**src/rtl/crf_cmp_pkg.sv**
```systemverilog
package crf_cmp_pkg;
  localparam int FIELD_W = 4;

  typedef struct packed {
    logic lt;
    logic gt;
    logic eq;
    logic so;
  } crf_nib_t;
endpackage

```
**src/rtl/crf_operand_prep.sv**
```systemverilog
module crf_operand_prep #(
  parameter int DW = 64,
  parameter int HW = 32,
  parameter int IW = 16
) (
  input  logic [DW-1:0] opa_i,
  input  logic [DW-1:0] opb_i,
  input  logic [IW-1:0] imm_i,
  input  logic          use_imm_i,
  input  logic          unsigned_i,
  input  logic          wide_i,
  output logic [DW-1:0] a_o,
  output logic [DW-1:0] b_o
);
  logic [DW-1:0] imm_ext, b_src;

  function automatic logic [DW-1:0] narrow(input logic [DW-1:0] x, input logic wide, input logic uns);
    if (wide)     return x;
    else if (uns) return {{(DW-HW){1'b0}}, x[HW-1:0]};
    else          return {{(DW-HW){x[HW-1]}}, x[HW-1:0]};
  endfunction

  always_comb begin
    imm_ext = unsigned_i ? {{(DW-IW){1'b0}}, imm_i} : {{(DW-IW){imm_i[IW-1]}}, imm_i};
    b_src   = use_imm_i ? imm_ext : opb_i;
    a_o     = narrow(opa_i, wide_i, unsigned_i);
    b_o     = narrow(b_src, wide_i, unsigned_i);
  end
endmodule

```
**src/rtl/crf_mag_cmp.sv**
```systemverilog
module crf_mag_cmp #(
  parameter int DW = 64
) (
  input  logic [DW-1:0] a_i,
  input  logic [DW-1:0] b_i,
  input  logic          unsigned_i,
  output logic          lt_o,
  output logic          gt_o,
  output logic          eq_o
);
  logic [DW-1:0] bias, a_b, b_b;

  // flipping the sign bit maps two's-complement order onto unsigned order
  assign bias = {~unsigned_i, {(DW-1){1'b0}}};
  assign a_b  = a_i ^ bias;
  assign b_b  = b_i ^ bias;
  assign lt_o = a_b < b_b;
  assign eq_o = a_i == b_i;
  assign gt_o = ~lt_o & ~eq_o;
endmodule

```
**src/rtl/crf_byte_scan.sv**
```systemverilog
module crf_byte_scan #(
  parameter int DW = 64,
  parameter int BW = 8
) (
  input  logic [BW-1:0] key_i,
  input  logic [DW-1:0] data_i,
  output logic          hit_o
);
  localparam int NB = DW / BW;
  logic [NB-1:0] hit;

  for (genvar k = 0; k < NB; k++) begin : g_lane
    assign hit[k] = data_i[k*BW +: BW] == key_i;
  end

  assign hit_o = |hit;
endmodule

```
**src/rtl/crf_field_merge.sv**
```systemverilog
module crf_field_merge #(
  parameter int NF = 8,
  parameter int FW = 4,
  localparam int IDX_W = $clog2(NF),
  localparam int CR_W = NF * FW
) (
  input  logic [CR_W-1:0]  cr_i,
  input  logic [IDX_W-1:0] field_i,
  input  logic [FW-1:0]    nib_i,
  output logic [CR_W-1:0]  cr_o
);
  // field 0 sits at the most significant end
  for (genvar f = 0; f < NF; f++) begin : g_field
    assign cr_o[CR_W-1-f*FW -: FW] = (field_i == IDX_W'(f)) ? nib_i : cr_i[CR_W-1-f*FW -: FW];
  end
endmodule

```
**src/rtl/crf_cmp_unit.sv**
```systemverilog
module crf_cmp_unit
  import crf_cmp_pkg::*;
#(
  parameter int DATA_W = 64,
  parameter int HALF_W = 32,
  parameter int IMM_W  = 16,
  parameter int NFIELD = 8,
  localparam int IDX_W = $clog2(NFIELD),
  localparam int CR_W  = NFIELD * FIELD_W
) (
  input  logic              clk_i,
  input  logic              rst_ni,
  input  logic              valid_i,
  input  logic              bytematch_i,
  input  logic              unsigned_i,
  input  logic              wide_i,
  input  logic              use_imm_i,
  input  logic [DATA_W-1:0] opa_i,
  input  logic [DATA_W-1:0] opb_i,
  input  logic [IMM_W-1:0]  imm_i,
  input  logic [IDX_W-1:0]  field_i,
  input  logic [CR_W-1:0]   cr_i,
  input  logic              so_i,
  output logic              valid_o,
  output logic [CR_W-1:0]   cr_o
);
  logic [DATA_W-1:0] a_ext, b_ext;
  logic              lt, gt, eq, byte_hit;
  crf_nib_t          nib;
  logic [CR_W-1:0]   cr_next;
  logic              valid_q;
  logic [CR_W-1:0]   cr_q;

  crf_operand_prep #(.DW(DATA_W), .HW(HALF_W), .IW(IMM_W)) u_prep (
    .opa_i      (opa_i),
    .opb_i      (opb_i),
    .imm_i      (imm_i),
    .use_imm_i  (use_imm_i),
    .unsigned_i (unsigned_i),
    .wide_i     (wide_i),
    .a_o        (a_ext),
    .b_o        (b_ext)
  );

  crf_mag_cmp #(.DW(DATA_W)) u_cmp (
    .a_i        (a_ext),
    .b_i        (b_ext),
    .unsigned_i (unsigned_i),
    .lt_o       (lt),
    .gt_o       (gt),
    .eq_o       (eq)
  );

  crf_byte_scan #(.DW(DATA_W), .BW(8)) u_scan (
    .key_i  (opa_i[7:0]),
    .data_i (opb_i),
    .hit_o  (byte_hit)
  );

  always_comb begin
    if (bytematch_i) nib = '{lt: 1'b0, gt: byte_hit, eq: 1'b0, so: 1'b0};
    else             nib = '{lt: lt, gt: gt, eq: eq, so: so_i};
  end

  crf_field_merge #(.NF(NFIELD), .FW(FIELD_W)) u_merge (
    .cr_i    (cr_i),
    .field_i (field_i),
    .nib_i   (nib),
    .cr_o    (cr_next)
  );

  always_ff @(posedge clk_i or negedge rst_ni) begin
    if (!rst_ni) begin
      valid_q <= 1'b0;
      cr_q    <= '0;
    end else begin
      valid_q <= valid_i;
      if (valid_i) cr_q <= cr_next;
    end
  end

  assign valid_o = valid_q;
  assign cr_o    = cr_q;
endmodule

```
**config.mk**
```make
export PLATFORM = sky130hd
export DESIGN_NAME = crf_cmp_unit
export DESIGN_NICKNAME = d
export VERILOG_FILES = /design/src/rtl/crf_cmp_pkg.sv /design/src/rtl/crf_operand_prep.sv /design/src/rtl/crf_mag_cmp.sv /design/src/rtl/crf_byte_scan.sv /design/src/rtl/crf_field_merge.sv /design/src/rtl/crf_cmp_unit.sv
export SDC_FILE = /design/constraint.sdc
export NUM_CORES = 1
export LEC_CHECK = 0
export ABC_AREA = 1
export BUFFER_PORTS_ARGS = -buffer_cell sky130_fd_sc_hd__buf_2
export CORE_AREA = 8 8 117 119
export DETAILED_ROUTE_END_ITERATION = 8
export DIE_AREA = 0 0 125 127
export PLACE_DENSITY = 0.74
export SYNTH_ARGS = -nofsm -noshare
export SYNTH_HDL_FRONTEND = slang
export SYNTH_SLANG_ARGS = --single-unit
```
**constraint.sdc**
```tcl
create_clock -name clk_i -period 1.7 [get_ports clk_i]
set_input_delay 0.17 -clock clk_i [delete_from_list [all_inputs] [get_ports clk_i]]
set_output_delay 0.17 -clock clk_i [all_outputs]
set_load 0.02 [all_outputs]
```
# Yosys cells after proc, flatten, opt, wreduce, memory -nomap -nowiden
# Index checks and enable logic that the tools add are counted.
# totals
regBits	33
inputBits	187
output_inout_bits	33
# op_classes
mux	15
eq_ne	16
bitwise	6
n_reduce_logical	2
magnitude_cmp	1
# op_table
operator	n
64-bit 2-to-1 mux	6
64-bit XOR	2
64-bit equality test	1
8-bit equality test	8
64-bit less-than comparator	1
4-bit 2-to-1 mux	9
3-bit equality test (second input constant)	4
8-bit OR reduction	1
3-bit by 2-bit equality test with 1-bit output (second input constant)	2
3-bit by 1-bit equality test with 1-bit output (second input constant)	1
3-bit zero test	1
1-bit inverter	3
1-bit bitwise AND	1

# Logic depth before layout (Yosys ltp)
# Gate-level depths: netlist (run 1).
# depth
ltp_word	10
mapped_depth	23
mapped_depth_nobuf	21

# By module
# Synthesis (run 1) repeated with hierarchy kept, for this count alone.
# unflattened
cells_unflattened	1092
hier_area_um2	6371.1
# by_module_without_submodules
module	seq_area_each_um2	area_each_um2	instances	cells_each
crf_mag_cmp	0.0	1888.1	1	310
crf_operand_prep	0.0	1462.7	1	336
crf_cmp_unit	825.8	1355.0	1	147
crf_byte_scan	0.0	992.2	1	179
crf_field_merge	0.0	673.1	1	120

# Worst setup path after synthesis (run 1)
# No wires, ideal clock.
# synth_timing
path_type	input port to flip-flop
start	in imm_i[15]
end	reg cr_q[14], in the netlist cr_o[14]
required_ns	1.583
path_slack_ns	-0.710
cell_stages	20
setup_time_ns	0.117
arrival_time_ns	2.293
path_cell_list	inv_1 > o21ai_4 > o211ai_1 > nand2_2 > clkbuf_1 > nand2_1 > ha_1 > nand2_1 > nor2_1 > nand4_1 > nor2_1 > nand2_1 > nor2_1 > nand2_1 > nor2_2 > nor2_1 > nand2_2 > nand3_1 > nand2_1 > nand2_1
# synth_via
elab_chain_cells	10
word_cells_on_any_way	12
cone_classes	order compare (1); eq/ne (1); mux (6); bitwise (4)
# synth_lines
element	line_no	text
from (decl)	crf_cmp_unit.sv:20	input logic [IMM_W-1:0] imm_i,
64-bit 2-to-1 mux (*)	crf_operand_prep.sv:24	imm_ext = unsigned_i ? {{(DW-IW){1'b0}}, imm_i} : {{(DW-IW){imm_i[IW-1]}}, imm_i};
64-bit 2-to-1 mux (*)	crf_operand_prep.sv:25	b_src = use_imm_i ? imm_ext : opb_i;
64-bit 2-to-1 mux	crf_operand_prep.sv:19	else if (uns) return {{(DW-HW){1'b0}}, x[HW-1:0]};
64-bit 2-to-1 mux (*)	crf_operand_prep.sv:18	if (wide) return x;
64-bit XOR	crf_mag_cmp.sv:16	assign b_b = b_i ^ bias;
64-bit less-than comparator	crf_mag_cmp.sv:17	assign lt_o = a_b < b_b;
1-bit inverter	crf_mag_cmp.sv:19	assign gt_o = ~lt_o & ~eq_o;
1-bit bitwise AND (*)	crf_mag_cmp.sv:19	
4-bit 2-to-1 mux (*)	crf_cmp_unit.sv:61	if (bytematch_i) nib = '{lt: 1'b0, gt: byte_hit, eq: 1'b0, so: 1'b0};
4-bit 2-to-1 mux (*)	crf_field_merge.sv:14	assign cr_o[CR_W-1-f*FW -: FW] = (field_i == IDX_W'(f)) ? nib_i : cr_i[CR_W-1-f*FW -: FW];
to (signal assigned)	crf_cmp_unit.sv:78	if (valid_i) cr_q <= cr_next;
to (decl)	crf_cmp_unit.sv:32	logic [CR_W-1:0] cr_q;
# Every way passes the cells marked *; elsewhere a longest branch is shown, timed or not.
# A chain may end at the register's enable or synchronous reset.

# Final worst setup path (run 1)
# layout_timing
start	in unsigned_i
end	reg cr_q[14], in the netlist cr_o[14]
# layout_via
elab_chain_cells	10
word_cells_on_any_way	16
cone_classes	order compare (1); eq/ne (1); mux (8); bitwise (6)
# layout_lines
element	line_no	text
from (decl)	crf_cmp_unit.sv:15	input logic unsigned_i,
64-bit 2-to-1 mux	crf_operand_prep.sv:24	
64-bit 2-to-1 mux	crf_operand_prep.sv:25	
64-bit 2-to-1 mux	crf_operand_prep.sv:19	
64-bit 2-to-1 mux	crf_operand_prep.sv:18	
64-bit XOR	crf_mag_cmp.sv:16	
64-bit less-than comparator	crf_mag_cmp.sv:17	
1-bit inverter	crf_mag_cmp.sv:19	
1-bit bitwise AND (*)	crf_mag_cmp.sv:19	
4-bit 2-to-1 mux (*)	crf_cmp_unit.sv:61	
4-bit 2-to-1 mux (*)	crf_field_merge.sv:14	
# Marked as above.

==> run metrics, run 1 <==
total global routing overflow=0; Initial Util=0.437; CP endpoint kind=register; CTS clk-pin slew, worst paths=around 50 ps; CP Class=in -> reg; Routed WL=~20,000 um; Async SR Flop Fraction=1.00; Relative slew margins=0.500; failing checks=negative setup slack; part of the cycle the worst path needs=1.42; initial antenna violation count=11; Hold Path Sink=cr_o[13]; Post-Syn Nets=1,092; CTS HTree Levels=2; Iter 0 DRT Violations=454; Worst Tran Pin Value=approximately 750 ps; Area contributors post-synth=ha_1 (17%), nand2_1 (17%), dfrtp_1 (16%); hold depth=3; sequential fraction of the synthesis area=0.160; P_leak=around 4.2 nW; Cell Area, Synth=5160 um^2; commonest cells in the netlist=nand2_1 (236), nor2_1 (117), o21ai_0 (72); CTS tree=built; first-pass GRT wire length=approximately 32,000 um; outcome=complete, but fails checks; Max Cap Viol=0; RSZ-0062 raised after global routing=yes; CTS sink cnt=33; Yosys cell types=32; pin count of the biggest net entering global routing=34; Area Growth Syn to Fin=49.1%; Pre-antenna DRT Iters=4; IO Count=220; Worst Setup Start Kind=input port; YS warnings=0; fin. max-slew vios=0; FF-to-FF setup slack=between 1000 and 1500 ps; Fmax achieved=a little over 0.4 GHz; Routed WL per cell=about 16 um; routed vias/inst=a little over 5; Die X=125 um; Avg Inst Size Synth=~6.2 um^2; VDD IR max=363 uV; Die Height=127 um; Required @ worst endpoint=around 1900 ps; number of buffers created by CTS=5; dpl cells=roughly 1,300; clk_lat worst skew=around 270 ps; FF-to-FF Start=cr_o[23]; post-route ant nets=0; CP arrival=approximately 2600 ps; total track usage=0.243; Final Util=0.652; CP Max Fanout=8; final clock skew=0 ps; post-route insts no fill=roughly 1,300; Placement Rows=40; Hold Vio Cnt, Final=0; Port Buffers=219; pwr dens=between 500 and 600 nW/um^2; Filler cells=between 1,000 and 1,500; Tot Pwr=3.93 mW; #FFs+latches synth=33; Root Buffer=clkbuf_16; count leader, synth=nand2_1; Worst Min Path Start=cr_i[13]; Post-synth EDFFs=0; Die ar.=between 15,000 and 20,000 um^2; Tightest Hold Check Type=in -> reg; dpl ws=-1000 ps; Setup-failing EPs final=24; area leader, netlist=ha_1; worst r2r path cells=2; GP Congestion=0.970; worst flop-to-flop path endpoint=cr_o[23]; Vias=6,633; Syn Inst Count=roughly 830; Core Region=11,800 um^2; Clock Tree Buf Depth=2; Synth top area share=0.172; fin worst setup slack=-717 ps; vias in the first global route=about 6,600; fin crit period=~2400 ps; fraction of layout cells with a size suffix above 1=0.361; Total Nets Final=between 1,000 and 1,500; prevailing post-synth register cell=dfrtp_1; Final HPWL DP=about 16,000 um; DRC errors left=0
==> per-stage QoR <==
stage          TNS [ps]  hold WS (ps)  cell area (um^2)
2_1_floorplan    -11620          -126              5270
3_3_place_gp     -22100           277              7210
3_5_place_dp     -23310           273              7210
4_1_cts          -14810           109              7530
5_1_grt          -20620           111              7700
6_report         -16660           113              7700
==> what timing repair did <==
action                                  4_1_cts  5_1_grt
gates cloned                                  3        1
resized for setup                            27       40
buffers inserted                              2        2
hold buffers                                  1        0
pin swaps                                    22       20
endpoints found under the setup margin       24       24
hold endpoints to repair                     33        0
==> worst max-delay path: stages <==
cell       delay (ps)
buf_8             100
o21ai_4           190
o211ai_1          130
nand2_2           200
clkbuf_16         190
o21ai_1            70
ha_1              300
nand2_1            80
inv_2              70
nand4_1           150
nor2_1            150
nand2_1            60
nor2_1             80
nand2_1            90
nor2_4            140
nor2_4             50
nand2_4           140
nand3_2            80
nand2_1            90
nand2_1            50
==> registers in the layout, indices dropped and copies added, names as in the netlist <==
| register | cells |
|---|---|
| valid_o | 1 |
| cr_o | 32 |
==> worst max path at each step <==
| stage | slack [ps] | from | depth (start not counted) | to |
|---|---|---|---|---|
| 2_1_floorplan | -530 | imm_i[15] | 20 | cr_o[14] |
| 3_3_place_gp | -960 | unsigned_i | 20 | cr_o[9] |
| 5_1_grt | -890 | unsigned_i | 18 | cr_o[23] |
| 6_report | -720 | unsigned_i | 20 | cr_o[14] |
| 4_1_cts | -650 | imm_i[15] | 19 | cr_o[31] |
| 3_5_place_dp | -1000 | unsigned_i | 21 | cr_o[18] |
==> metal layers <==
metal  wire length (um)  track usage  up-vias  share of wire
met1               8510        0.289     2986           0.42
met5                 50            0        -         0.0025
li1                   -            -     3356              -
met2               9760        0.424      232           0.48
met4                619       0.0831       10          0.030
met3               1450       0.0524       49          0.071
==> cell families (layout without fill, tap and decap cells) <==
| kind of cell | Yosys count | count (layout) | share of synthesized area |
|---|---|---|---|
| other cells | 0 | 6 | 0 |
| mux | 8 | 8 | 0.0155 |
| fa+ha+maj | 71 | 71 | 0.172 |
| xor+xnor | 40 | 40 | 0.0678 |
| simple gates | 435 | 435 | 0.353 |
| flops | 33 | 33 | 0.160 |
| compound gates | 157 | 157 | 0.164 |
| buf+inv | 90 | 392 | 0.0683 |
==> report_power, final <==
group | switching [mW] | internal [mW]
clock network | 0.307 | 0.574
logic | 1.18 | 0.948
registers | 0.0466 | 0.871
==> area by class of cell <==
cell class / instances / area [um^2] / share of cell area
Clock buffer: 7 / 143 / 0.0185
Multi-Input combinational cell: 711 / 4230 / 0.549
Antenna cell: 6 / 15.0 / 0.00195
Timing Repair Buffer: 332 / 2110 / 0.273
Inverter: 53 / 200 / 0.0260
Sequential cell: 33 / 826 / 0.107
Tap cell: 147 / 184 / 0.0239
==> cell usage in the layout (no fill, tap or decap), types with 5 or more instances in the layout <==
cell       synthesis  layout
nand2_4            0       5
clkbuf_16          0       6
buf_12             0       6
a21oi_1           56      45
ha_1              71      68
nor3_2             8       8
buf_2              9     217
nor2_4             0       5
o211ai_1           5       5
dfrtp_1           33      33
nand3_2            0       9
inv_2              6      10
xnor2_1           14      14
nand4_1           16      16
diode_2            0       6
mux2i_1            8       8
o21a_1             9       9
nor3_1            11      11
nor2_1           117     111
xor2_1            26      26
or2_1              6       6
buf_4              1     103
nand2_1          236     225
nand3_1           28      18
o21ai_1            9      28
a21oi_2            0      11
nand2_2            5      11
a21o_1             5       5
o21ai_0           72      50
inv_1             46      42
Power figures use the tool's default switching activity.
==> run 2, diff against run 1 <==
--- a/config.mk
+++ b/config.mk
@@ -7,10 +7,12 @@
 export LEC_CHECK = 0
 export ABC_AREA = 1
 export BUFFER_PORTS_ARGS = -buffer_cell sky130_fd_sc_hd__buf_2
+export CAP_MARGIN = 10
 export CORE_AREA = 8 8 117 119
 export DETAILED_ROUTE_END_ITERATION = 8
 export DIE_AREA = 0 0 125 127
 export PLACE_DENSITY = 0.74
+export REMOVE_ABC_BUFFERS = 1
 export SYNTH_ARGS = -nofsm -noshare
 export SYNTH_HDL_FRONTEND = slang
 export SYNTH_SLANG_ARGS = --single-unit
==> constraint.sdc (replaced) <==
create_clock -name clk_i -period 2.4 [get_ports clk_i]
set_input_delay 0.24 -clock clk_i [delete_from_list [all_inputs] [get_ports clk_i]]
set_output_delay 0.24 -clock clk_i [all_outputs]
set_load 0.02 [all_outputs]
==> run 2 against run 1 <==
- the flow still finishes with violations (negative setup slack)
- utilization fell by 4.4 points
- routed wire length fell by 2.4%
- clock-buffer cell count shrank 1
- die area did not move
- clock power shrank 30%
- clock skew did not move
- worst setup slack gained 700 ps
- power is 31% lower
- final cell count is 4.5% lower
- critical path type unchanged
==> run metrics, run 2 (synthesized netlist as in run 1, its figures left out) <==
Root Buffer=clkbuf_16; Tightest Hold Check Type=in -> async; routed vias/inst=5.21 (+1.3%); failing checks=negative setup slack; P_leak=3.92 nW (-6.9%); Worst Path Buf+Inv=5 (+2); pin count of the biggest net entering global routing=50 (+47%); Relative slew margins=0.485 (-0.0151); Required @ worst endpoint=2570 ps (+710 ps); Port Buffers=219 (unchanged); Hold Buf Count CTS=0 (-1); fin. max-slew vios=0 (unchanged); CTS sink cnt=33 (unchanged); Die X=125 um (unchanged); clk_lat worst skew=280 ps (about the same); final clock skew=0 ps (unchanged); CTS clk-pin slew, worst paths=50 ps (about the same); fraction of layout cells with a size suffix above 1=0.316 (-0.0445); Vias=6,418 (-3.2%); fin worst setup slack=-16.9 ps (+700 ps); total global routing overflow=0 (unchanged); Largest register FFs=32 (unchanged); Placement Rows=40 (unchanged); initial antenna violation count=3 (-8); final setup TNS=-78.0 ps (+16,580 ps); Worst Setup Start Kind=input port; fin crit period=between 2000 and 2500 ps; RSZ-0062 raised after global routing=yes; worst r2r path cells=2 (unchanged); commonest non-fill, non-tap cells in the layout=nand2_1 (224), buf_2 (216), nor2_1 (111), ha_1 (68), o21ai_0 (63); CP arrival=2590 ps (about the same); CTS tree=built; CP Max Fanout=8 (unchanged); Iter 0 DRT Violations=412 (-9.3%); Setup-failing EPs final=6 (-75%); GP Congestion=0.970 (about the same); total track usage=0.239 (-0.00331); Total Nets Final=1,338 (-4.0%); Worst path slowest cell=ha_1; part of the cycle the worst path needs=1.01; post-route ant nets=0 (unchanged); Filler cells=1,161 (+3.5%); Max Cap Viol=0 (unchanged); most common cell after layout, fill and taps aside=nand2_1; crit-path max cell delay=290 ps (about the same); Die ar.=15,900 um^2 (unchanged); crit path cell chain=buf_8, o21ai_4, o211ai_1, nand2_2, buf_12, buf_8, o21ai_2, ha_1, nand2_2, nor2_2, nand4_1, buf_4, nor2_4, and2_4, nand2_4, nand3_2, buf_12, nand2_1, nand3_1, nand2_1; vias in the first global route=6,257 (-5.3%); Final HPWL DP=16,100 um (-1.5%); FF-to-FF Start=cr_o[0]; Pre-antenna DRT Iters=5 (+1); outcome=complete, but fails checks; Hold Worst Slack=39.3 ps (-73.6 ps); Hold Vio Cnt, Final=0 (unchanged); Die Height=127 um (unchanged); Worst Tran Pin Value=772 ps (+22.6 ps); Top delay family on crit path=simple AND/OR/NAND/NOR gates; worst flop-to-flop path endpoint=cr_o[0]; Fmax achieved=about 0.41 GHz; VDD IR max=339 uV (-6.5%); FF-to-FF setup slack=1760 ps (+700 ps); number of buffers created by CTS=5 (unchanged); pwr dens=376 nW/um^2 (-26%); CP Class=in -> reg; first-pass GRT wire length=31,400 um (-1.5%); Core Region=11,800 um^2 (unchanged); IO Count=220 (unchanged); Routed WL per cell=16.2 um (+2.2%); Tot Pwr=2.70 mW (-31%); CP endpoint kind=register; Initial Util=0.437 (unchanged); Area Growth Syn to Fin=39.1%; DRC errors left=0 (unchanged); CTS HTree Levels=2 (unchanged); Routed WL=19,900 um (-2.4%); Clock Tree Buf Depth=2 (unchanged)
==> run 2: layer usage <==
metal	vias to the layer above	track usage	wire, um
li1	3244	-	-
met1	2887	0.297	8600
met2	248	0.408	9270
met3	39	0.0428	1500
met4	0	0.0845	533
met5	-	0	0
==> run 2: power by group <==
| part | leakage, nW | internal (mW) | switching (mW) |
|---|---|---|---|
| Clock | 0.0706 | 0.380 | 0.232 |
| Combinational | 3.45 | 0.612 | 0.824 |
| Sequential | 0.401 | 0.617 | 0.0323 |
| Total | 3.92 | 1.61 | 1.09 |
==> run 2: how the worst max path moves through the flow <==
stage	from	to	slack, ps	cells past startpoint
floorplan	wide_i	cr_o[14]	-350	18
global placement	unsigned_i	cr_o[14]	-300	20
detailed placement	unsigned_i	cr_o[10]	-430	20
CTS	imm_i[15]	cr_o[14]	-80	22
global route	unsigned_i	cr_o[14]	-190	21
finish	unsigned_i	cr_o[23]	-20	20
==> run 2: layout make-up <==
class / instances / area [um^2] / share of cell area
flip-flops and latches: 33 / 826 / 0.115
multi-input cells: 711 / 4180 / 0.581
repair buffers: 276 / 1650 / 0.230
inverters: 53 / 201 / 0.0280
clock buffers: 6 / 129 / 0.0179
clock inverters: 2 / 10.0 / 0.00139
well taps: 147 / 184 / 0.0256
diodes: 3 / 7.51 / 0.00105
==> run 2: what timing repair did <==
action / in CTS / in global routing
pin swaps: 20 / 24
gates resized for setup: 26 / 40
buffers inserted: 6 / 4
setup endpoints to repair: 24 / 24
==> run 2: per-stage QoR <==
stage | setup slack, ps | utilization | cell area (um^2) | cells
finish | -16.9 | 0.608 | 7180 | 1231
floorplan | -352 | - | 5010 | 797
global placement | -299 | 0.569 | 6720 | 1210
CTS | -79.9 | 0.592 | 7000 | 1224
detailed placement | -430 | 0.569 | 6720 | 1210
global route | -188 | 0.608 | 7180 | 1231
==> run 3, diff against run 2 <==
--- a/config.mk
+++ b/config.mk
@@ -13,6 +13,7 @@
 export DIE_AREA = 0 0 125 127
 export PLACE_DENSITY = 0.74
 export REMOVE_ABC_BUFFERS = 1
+export SLEW_MARGIN = 20
 export SYNTH_ARGS = -nofsm -noshare
 export SYNTH_HDL_FRONTEND = slang
 export SYNTH_SLANG_ARGS = --single-unit
==> constraint.sdc (replaced) <==
create_clock -name clk_i -period 3 [get_ports clk_i]
set_input_delay 0.3 -clock clk_i [delete_from_list [all_inputs] [get_ports clk_i]]
set_output_delay 0.3 -clock clk_i [all_outputs]
set_load 0.02 [all_outputs]
==> run 3 against run 2 <==
- the flow now finishes without violations
- non-clock buffer count is 40 lower
- die area stayed put
- global-route usage shrank 1.0 points
- clock power decreased by 19%
- first-iteration DRC count up 6.8%
- final cell count shrank 3.5%
- critical path depth is 1 lower
- routed wire length fell by 5.8%
- power decreased by 25%
- clock-buffer cell count up 1
- design area fell by 8.2%
==> run metrics, run 3 (synthesized netlist as in run 1, its figures left out) <==
IO Count=220 (unchanged); CP Class=in -> reg; crit-path max cell delay=300 ps (about the same); Routed WL per cell=15.8 um (-2.3%); Tot Pwr=2.01 mW (-25%); GR Layer Usage met2=0.397 (-0.0105); total global routing overflow=0 (unchanged); number of buffers created by CTS=5 (unchanged); Die Height=127 um (unchanged); Max Cap Viol=0 (unchanged); Iter 0 DRT Violations=440 (+6.8%); dpl cells=1,180 (-2.5%); vias in the first global route=6,060 (-3.1%); first-pass GRT wire length=30,200 um (-4.1%); CP arrival=2950 ps (+360 ps); Hold Vio Cnt, Final=0 (unchanged); CP Max Fanout=20 (+12); pwr dens=305 nW/um^2 (-19%); Area Growth Syn to Fin=27.7%; Worst Setup Start Kind=input port; grt met1 use=0.281 (-0.0158); GR Util met3=0.0416 (-0.00125); Port Buffers=219 (unchanged); Worst Path Buf+Inv=2 (-3); Final Util=0.558 (-0.0500); post-route ant nets=0 (unchanged); VDD IR max=302 uV (-11%); PostCTS Resize Cnt=0 (-100%); Die X=125 um (unchanged); CTS sink cnt=33 (unchanged); Tightest Hold Check Type=in -> async; Relative slew margins=0.514 (+0.0291); dpl ws=-72.1 ps (+358 ps); worst r2r path cells=2 (unchanged); post-route insts no fill=1,188 (-3.5%); part of the cycle the worst path needs=0.913; CP endpoint kind=register; Total Nets Final=1,298 (-3.0%); fin crit period=around 2700 ps; Largest register FFs=32 (unchanged); most common cell after layout, fill and taps aside=nand2_1; GP Congestion=0.951 (-1.9%); GRT Max-Usage Layer=met2; Vias=6,187 (-3.6%); clk_lat worst skew=270 ps (about the same); crit path cell chain=buf_2, o21ai_4, o211ai_1, nand2_4, buf_4, o21ai_0, ha_1, nand2_1, nor2_1, nand3_1, nor2_1, nand2_1, nor2_1, nand2_1, nor2_2, nand2_2, a21oi_1, o21ai_1, nand2_1; fin worst setup slack=261 ps (+278 ps); CTS clk-pin slew, worst paths=50 ps (about the same); commonest non-fill, non-tap cells in the layout=nand2_1 (236), buf_2 (219), nor2_1 (117), o21ai_0 (72), ha_1 (71); Initial Util=0.437 (unchanged); RSZ-0062 raised after global routing=no; Placement Rows=40 (unchanged); Top delay family on crit path=simple AND/OR/NAND/NOR gates; fin. max-slew vios=0 (unchanged); Routed WL=18,800 um (-5.8%); fraction of layout cells with a size suffix above 1=0.255 (-0.0616); Post-CTS Setup Bufs=0 (-6); Worst Tran Pin Value=729 ps (-43.6 ps); total track usage=0.229 (-0.0103); Worst path slowest cell=ha_1; Clock Tree Buf Depth=2 (unchanged); routed vias/inst=5.21 (-0.11%); Fmax achieved=approximately 0.37 GHz; FF-to-FF setup slack=2350 ps (+590 ps); Core Region=11,800 um^2 (unchanged); pin count of the biggest net entering global routing=43 (-14%); P_leak=3.66 nW (-6.8%); Required @ worst endpoint=3210 ps (+640 ps); Pre-antenna DRT Iters=5 (unchanged); Die ar.=15,900 um^2 (unchanged); initial antenna violation count=0 (-3); Root Buffer=clkbuf_16; final clock skew=0 ps (unchanged); Hold Buf Count CTS=0 (unchanged); CTS tree=built; Setup-failing EPs final=0 (-6); worst flop-to-flop path endpoint=cr_o[29]; Final HPWL DP=15,400 um (-4.0%); outcome=completed; most numerous cell on the critical path=nand2_1; CTS HTree Levels=2 (unchanged); DRC errors left=0 (unchanged); FF-to-FF Start=cr_o[29]
-- run 3: per-stage QoR --
step           hold WS (ps)  setup TNS [ps]  area (um^2)
3_5_place_dp            405            -975         6440
4_1_cts                 110               0         6590
5_1_grt                 139               0         6590
2_1_floorplan          4.41               0         5010
3_3_place_gp            406            -506         6440
6_report               85.5               0         6590
-- run 3: layout make-up --
cell class                 count  area, um^2
fill                        1248        5220
clock buffer                   7         143
inverter                      53         199
antenna                        1        2.50
multi-input combinational    711        3990
sequential                    33         826
timing repair buffer         236        1250
tap                          147         184
-- run 3: how the worst max path moves through the flow --
stage / from / end / slack, ps / cells after the start
after floorplan: wide_i / cr_o[14] / 190 / 18
after global placement: unsigned_i / cr_o[14] / -50 / 20
after detailed placement: unsigned_i / cr_o[10] / -70 / 20
after CTS: unsigned_i / cr_o[1] / 160 / 19
after global routing: unsigned_i / cr_o[1] / 40 / 19
final: unsigned_i / cr_o[1] / 260 / 19
-- run 3: metal layers --
metal  vias to the layer above  part of all wire  routed length (um)
met2                       224              0.48                8970
li1                       3153                 -                   -
met1                      2779              0.43                8110
met4                         0             0.021                 395
met3                        31             0.068                1280
met5                         -                 0                   0
-- run 3: power breakdown --
part	switching, mW	total [mW]	internal (mW)	leakage [nW]
Sequential	0.0265	0.520	0.494	0.401
Clock	0.171	0.496	0.325	0.0700
Combinational	0.596	0.996	0.400	3.18
